### src/rtl/csel_pkg.sv
`timescale 1ns/1ps
package csel_pkg;
   localparam int WORD_W = 16;
   localparam int HALF_W = 8;
   localparam int MAX_PINS = 8;
endpackage

### src/rtl/csel_cfg_reg.sv
`timescale 1ns/1ps
module csel_cfg_reg
   import csel_pkg::*;
#(
   parameter int N = 6
) (
   input  logic              clk,
   input  logic              rst_n,
   input  logic              wr,
   input  logic [WORD_W-1:0] wdata,
   output logic [N-1:0]      mode_cs,
   output logic [N-1:0]      invert
);
   localparam int HI_LSB = HALF_W;

   // bits outside the pin range are dropped
   logic unused_cfg_bits;
   assign unused_cfg_bits = ^{wdata[WORD_W-1:HI_LSB+N], wdata[HALF_W-1:N]};

   for (genvar i = 0; i < N; i++) begin : g_bit
      always_ff @(posedge clk or negedge rst_n) begin
         if (!rst_n) begin
            mode_cs[i] <= 1'b0;
            invert[i]  <= 1'b0;
         end else if (wr) begin
            mode_cs[i] <= wdata[HI_LSB+i];
            invert[i]  <= wdata[i];
         end
      end
   end
endmodule

### src/rtl/csel_drive_state.sv
`timescale 1ns/1ps
module csel_drive_state
   import csel_pkg::*;
#(
   parameter int N = 6
) (
   input  logic              clk,
   input  logic              rst_n,
   input  logic              wr,
   input  logic [WORD_W-1:0] wdata,
   output logic [N-1:0]      state
);
   localparam int HI_LSB = HALF_W;

   logic [N-1:0] set_hit;
   logic [N-1:0] clr_hit;

   logic unused_drv_bits;
   assign unused_drv_bits = ^{wdata[WORD_W-1:HI_LSB+N], wdata[HALF_W-1:N]};

   for (genvar i = 0; i < N; i++) begin : g_bit
      assign set_hit[i] = wr & wdata[HI_LSB+i];
      assign clr_hit[i] = wr & wdata[i];

      always_ff @(posedge clk or negedge rst_n) begin
         if (!rst_n)          state[i] <= 1'b1;
         else if (set_hit[i]) state[i] <= 1'b1;
         else if (clr_hit[i]) state[i] <= 1'b0;
      end

      assert_set_R2: assert property (@(posedge clk) disable iff (!rst_n)
         (wr && wdata[HI_LSB+i]) |=> state[i]);
      assert_clear_R3: assert property (@(posedge clk) disable iff (!rst_n)
         (wr && wdata[i] && !wdata[HI_LSB+i]) |=> !state[i]);
      assert_set_wins_R4: assert property (@(posedge clk) disable iff (!rst_n)
         (wr && wdata[i] && wdata[HI_LSB+i]) |=> state[i]);
      assert_hold_R5: assert property (@(posedge clk) disable iff (!rst_n)
         !(wr && (wdata[i] || wdata[HI_LSB+i])) |=> $stable(state[i]));
   end
endmodule

### src/rtl/csel_pin_map.sv
`timescale 1ns/1ps
module csel_pin_map
   import csel_pkg::*;
#(
   parameter int N = 6
) (
   input  logic [N-1:0]      state,
   input  logic [N-1:0]      invert,
   input  logic [N-1:0]      mode_cs,
   output logic [N-1:0]      level,
   output logic [WORD_W-1:0] status
);
   localparam int HI_LSB = HALF_W;

   for (genvar i = 0; i < HALF_W; i++) begin : g_pin
      if (i < N) begin : g_live
         assign level[i]         = state[i] ^ invert[i];
         assign status[HI_LSB+i] = mode_cs[i] & level[i];
         assign status[i]        = ~mode_cs[i] & level[i];
      end else begin : g_tie
         assign status[HI_LSB+i] = 1'b0;
         assign status[i]        = 1'b0;
      end
   end

   always_comb begin
      assert_split_R7: assert ($countones(status) == $countones(level));
   end
endmodule

### src/rtl/csel_bank.sv
`timescale 1ns/1ps
module csel_bank
   import csel_pkg::*;
#(
   parameter int NUM_CS = 6
) (
   input  logic              clk,
   input  logic              rst_n,
   input  logic              cfg_wr,
   input  logic [15:0]       cfg_wdata,
   input  logic              drv_wr,
   input  logic [15:0]       drv_wdata,
   output logic [NUM_CS-1:0] pin_out,
   output logic [15:0]       status_word
);
   if (!(NUM_CS == 3 || NUM_CS == 6)) begin : g_bad_count
      $error("csel_bank: NUM_CS must be 3 or 6");
   end
   if (NUM_CS > MAX_PINS) begin : g_too_wide
      $error("csel_bank: NUM_CS exceeds one byte of strobes");
   end

   logic [NUM_CS-1:0] st;
   logic [NUM_CS-1:0] inv;
   logic [NUM_CS-1:0] mode;

   csel_cfg_reg #(.N(NUM_CS)) u_cfg (
      .clk(clk), .rst_n(rst_n), .wr(cfg_wr), .wdata(cfg_wdata),
      .mode_cs(mode), .invert(inv)
   );

   csel_drive_state #(.N(NUM_CS)) u_drv (
      .clk(clk), .rst_n(rst_n), .wr(drv_wr), .wdata(drv_wdata),
      .state(st)
   );

   csel_pin_map #(.N(NUM_CS)) u_map (
      .state(st), .invert(inv), .mode_cs(mode),
      .level(pin_out), .status(status_word)
   );

   assert_quiet_R5: assert property (@(posedge clk) disable iff (!rst_n)
      (!cfg_wr && !drv_wr) |=> $stable(pin_out));
   assert_polarity_R6: assert property (@(posedge clk) disable iff (!rst_n)
      (cfg_wr && !drv_wr) |=> (pin_out ^ $past(pin_out)) ==
                              (inv ^ $past(inv)));
   assert_upper_zero_R8: assert property (@(posedge clk) disable iff (!rst_n)
      status_word[15:8+NUM_CS] == '0);
endmodule

### config.mk
export PLATFORM = sky130hd
export DESIGN_NAME = csel_bank
export DESIGN_NICKNAME = d
export VERILOG_FILES = /design/src/rtl/csel_pkg.sv /design/src/rtl/csel_cfg_reg.sv /design/src/rtl/csel_drive_state.sv /design/src/rtl/csel_pin_map.sv /design/src/rtl/csel_bank.sv
export SDC_FILE = /design/constraint.sdc
export NUM_CORES = 1
export LEC_CHECK = 0
export BUFFER_PORTS_ARGS = -buffer_cell sky130_fd_sc_hd__clkbuf_2
export CAP_MARGIN = 40
export CORE_MARGIN = 5
export CORE_UTILIZATION = 44
export DETAILED_ROUTE_END_ITERATION = 10
export GPL_TIMING_DRIVEN = 0
export PLACE_DENSITY_LB_ADDON = 0.1
export SKIP_LAST_GASP = 1
export SLEW_MARGIN = 20
export SYNTH_ARGS = -nofsm -noshare
export SYNTH_HDL_FRONTEND = slang
export SYNTH_SLANG_ARGS = --single-unit
### constraint.sdc
create_clock -name clk -period 1.53 [get_ports clk]
set_input_delay 0.0765 -clock clk [delete_from_list [all_inputs] [get_ports clk]]
set_output_delay 0.0765 -clock clk [all_outputs]
set_load 0.01 [all_outputs]
==> key figures <==
Status
  – Run status: completed

Detailed routing
  – Via count: 664
  – Drt total wl: 1741 um
  – DR WL/cell: around 12 um
  – Iter 0 DRT Violations: 2
  – DRT antenna net count: 0
  – DR vias/cell: between 4 and 5
  – DRC viols: 0
  – DR pass1 iterations: 2

Final layout
  – P&R area growth vs syn: 41.10%
  – Commonest cells after routing, fill and taps aside: clkbuf_2 (45), dfrtp_1 (12), mux2_4 (10)
  – Fillers: between 150 and 200
  – Area of the multi-input gates: around 400 um^2
  – Fin nets: 161
  – Final cell count without fillers: 151
  – Commonest non-fill, non-tap cell in the layout: clkbuf_2
  – Fraction of layout cells with a size suffix above 1: between 50% and 60%
  – Seq. cell area: 457.9 um^2
  – Core Util, Final: 64.37%
  – Diode count: 0

Setup path
  – Startpoint types: register
  – Reg2Reg Setup Slack: 0.73 ns
  – Worst Path Buf+Inv: 1
  – CP Data Required Time: 1.45 ns
  – Worst Path Max Fanout: 3
  – Worst stage delay on the critical path: around 0.55 ns
  – R2R depth: 1
  – Slowest-stage cell, CP: dfstp_2
  – Reg2reg end: u_cfg.invert[5]
  – Worst EP arrival: 1.35 ns
  – CP cell instances: xor2_1, nor2b_1, clkbuf_2
  – R2r startpoint: u_cfg.invert[5]
  – CP Capture Type: output port
  – Worst setup path endpoint: status_word[1]
  – CP startpoint: u_drv.state[1]
  – Stages on the worst setup path: 3
  – Crit-path leading delay family: flip-flops
  – CP Class: register to output port

Power
  – Pwr dens: 969.6 mW/mm^2
  – P_sw: about 0.33 mW
  – Peak supply drop: about 0.61 mV
  – Seq pwr share: 47.6%
  – Switching share of power: 27.38%
  – Clock power frac: 23.2%
  – Leakage: 0.6668 nW
  – Internal power: 0.8800 mW
  – Gate power share: between 20% and 30%

Die
  – I/O pins: 58
  – Die area: 0.003011 mm^2
  – Die X-Extent: ~55 um
  – Row Count: 16
  – Die H: 54.87 um
  – CORE AREA: 0.001942 mm^2
  – Starting Density: a little under half

Synth
  – Cell count after synthesis: 67
  – Sequential share of the synthesized area: 51.69%
  – Number of synthesized register bits: 18
  – Cell area after synthesis: 885.9 um^2
  – Distinct cell type count after synthesis: 12
  – YS warnings: 0
  – Syn avg cell area: 13.22 um^2

Clock tree
  – Worst-path clk slew: 0.10 ns
  – Sinks on Clock Net: 18
  – Root buffer cell: clkbuf_4
  – CTS tree: built
  – Skew-Pair Late Insertion Delay: about 0.27 ns
  – CTS Buffer Depth: 2
  – Num CTS Buffers: 3
  – Post-CTS Setup Inserts: 0
  – H-tree depth: 1

Global route
  – Antenna violations before repair: 0
  – Remaining global-route overflow: 0
  – First-pass GRT wire length: 2663 um
  – Vias in the first global route: 617
  – Total GRT Usage: 12.51%
  – Pin count of the biggest net entering global routing: 19

Timing
  – Setup violators final: 0
  – Layout Skew: 0 ns
  – RSZ-0062 raised after global routing: no
  – Setup Total Neg Slack: 0 ns
  – Post-route clock period utilization: ~93%
  – Hold Fails Final Rpt: 0
  – Fmax: about 0.7 GHz
  – Tmin final: 1.428 ns
  – Setup slack after layout: 0.1022 ns
  – Fin. max-slew vios: 0

Job
  – Total of max-cap violations: 0

Min path
  – Worst Hold Class: primary input to register

Place
  – PortBufs: 45
  – RD Place Congestion: between 0.6 and 0.7
  – DP Wirelength: 1345 um
  – DP Cell Count: 142
  – Pre-CTS setup slack: 0.4141 ns
worst min-delay path by stage:
stage	startpoint	endpoint	slack, ns	cells after the start
after global routing	cfg_wdata[0]	u_cfg.invert[0]	0.0006	2
final	drv_wdata[10]	u_drv.state[2]	0.02	2
after detailed placement	rst_n	u_cfg.invert[0]	0.04	1
after CTS	cfg_wdata[5]	u_cfg.invert[5]	0.009	2
after floorplan	rst_n	u_cfg.invert[0]	-0.22	0
after global placement	rst_n	u_cfg.invert[0]	0.04	1
timing repair:
| action | CTS | global route |
|---|---|---|
| endpoints found under the setup margin | 0 | 2 |
| hold buffers | 1 | 4 |
| resized for setup | 0 | 1 |
| hold endpoints to repair | 12 | 4 |
routing by layer:
layer / track usage [%] / up-vias / part of all wire, % / routed length (um)
li1: - / 328 / - / -
met1: 16.01 / 311 / 42 / 735
met2: 20.47 / 23 / 50 / 873
met3: 4.087 / 2 / 6.9 / 120
met4: 2.490 / 0 / 0.69 / 12
met5: 0 / - / 0 / 0
power by group through the flow:
| stage | combinational [mW] | clock, mW | sequential, mW |
|---|---|---|---|
| finish | 0.354 | 0.281 | 0.577 |
| global route | 0.391 | 0.326 | 0.586 |
| global placement | 0.342 | 0 | 0.583 |
| floorplan | 0.207 | 0 | 0.575 |
| detailed placement | 0.349 | 0 | 0.583 |
| CTS | 0.352 | 0.298 | 0.576 |
cell type report:
type | instances | area share [%]
sequential | 18 | 36.64
multi-input combinational | 46 | 31.83
timing repair buffer | 50 | 22.02
buffer | 6 | 3.904
clock buffer | 4 | 2.903
tap | 27 | 2.703
sequential cells by signal, summed over array words and instances (netlist names):
name / count
u_drv.state: 6
u_cfg.invert: 6
u_cfg.mode_cs: 6
Yosys cell counts (all sizes together):
cell type | number | area share (%)
nor2b | 6 | 4.2
xor2 | 6 | 5.9
and2 | 6 | 4.2
a22o | 6 | 5.9
conb | 1 | 0.42
dfrtp | 12 | 34
buf | 6 | 5.5
mux2 | 12 | 19
nand2 | 6 | 2.5
dfstp | 6 | 18
cell families (layout without fill, tap and decap cells):
group | after synthesis | count (layout) | share of synthesized area (%)
compound gates | 6 | 6 | 5.932
mux | 12 | 12 | 19.49
other cells | 1 | 4 | 0.4233
flops | 18 | 18 | 51.70
buf+inv | 6 | 60 | 5.509
xor+xnor | 6 | 6 | 5.932
simple gates | 18 | 18 | 11.02
through the flow:
| stage | power (mW) | cell area [um^2] | hold slack (ns) |
|---|---|---|---|
| after floorplan | 0.7814 | 897.1 | -0.2191 |
| after global placement | 0.9241 | 1156 | 0.04236 |
| after detailed placement | 0.9314 | 1156 | 0.04441 |
| after CTS | 1.226 | 1202 | 0.009067 |
| after global routing | 1.303 | 1250 | 0.0006249 |
| final | 1.212 | 1250 | 0.01799 |
Power figures use the tool's default switching activity.
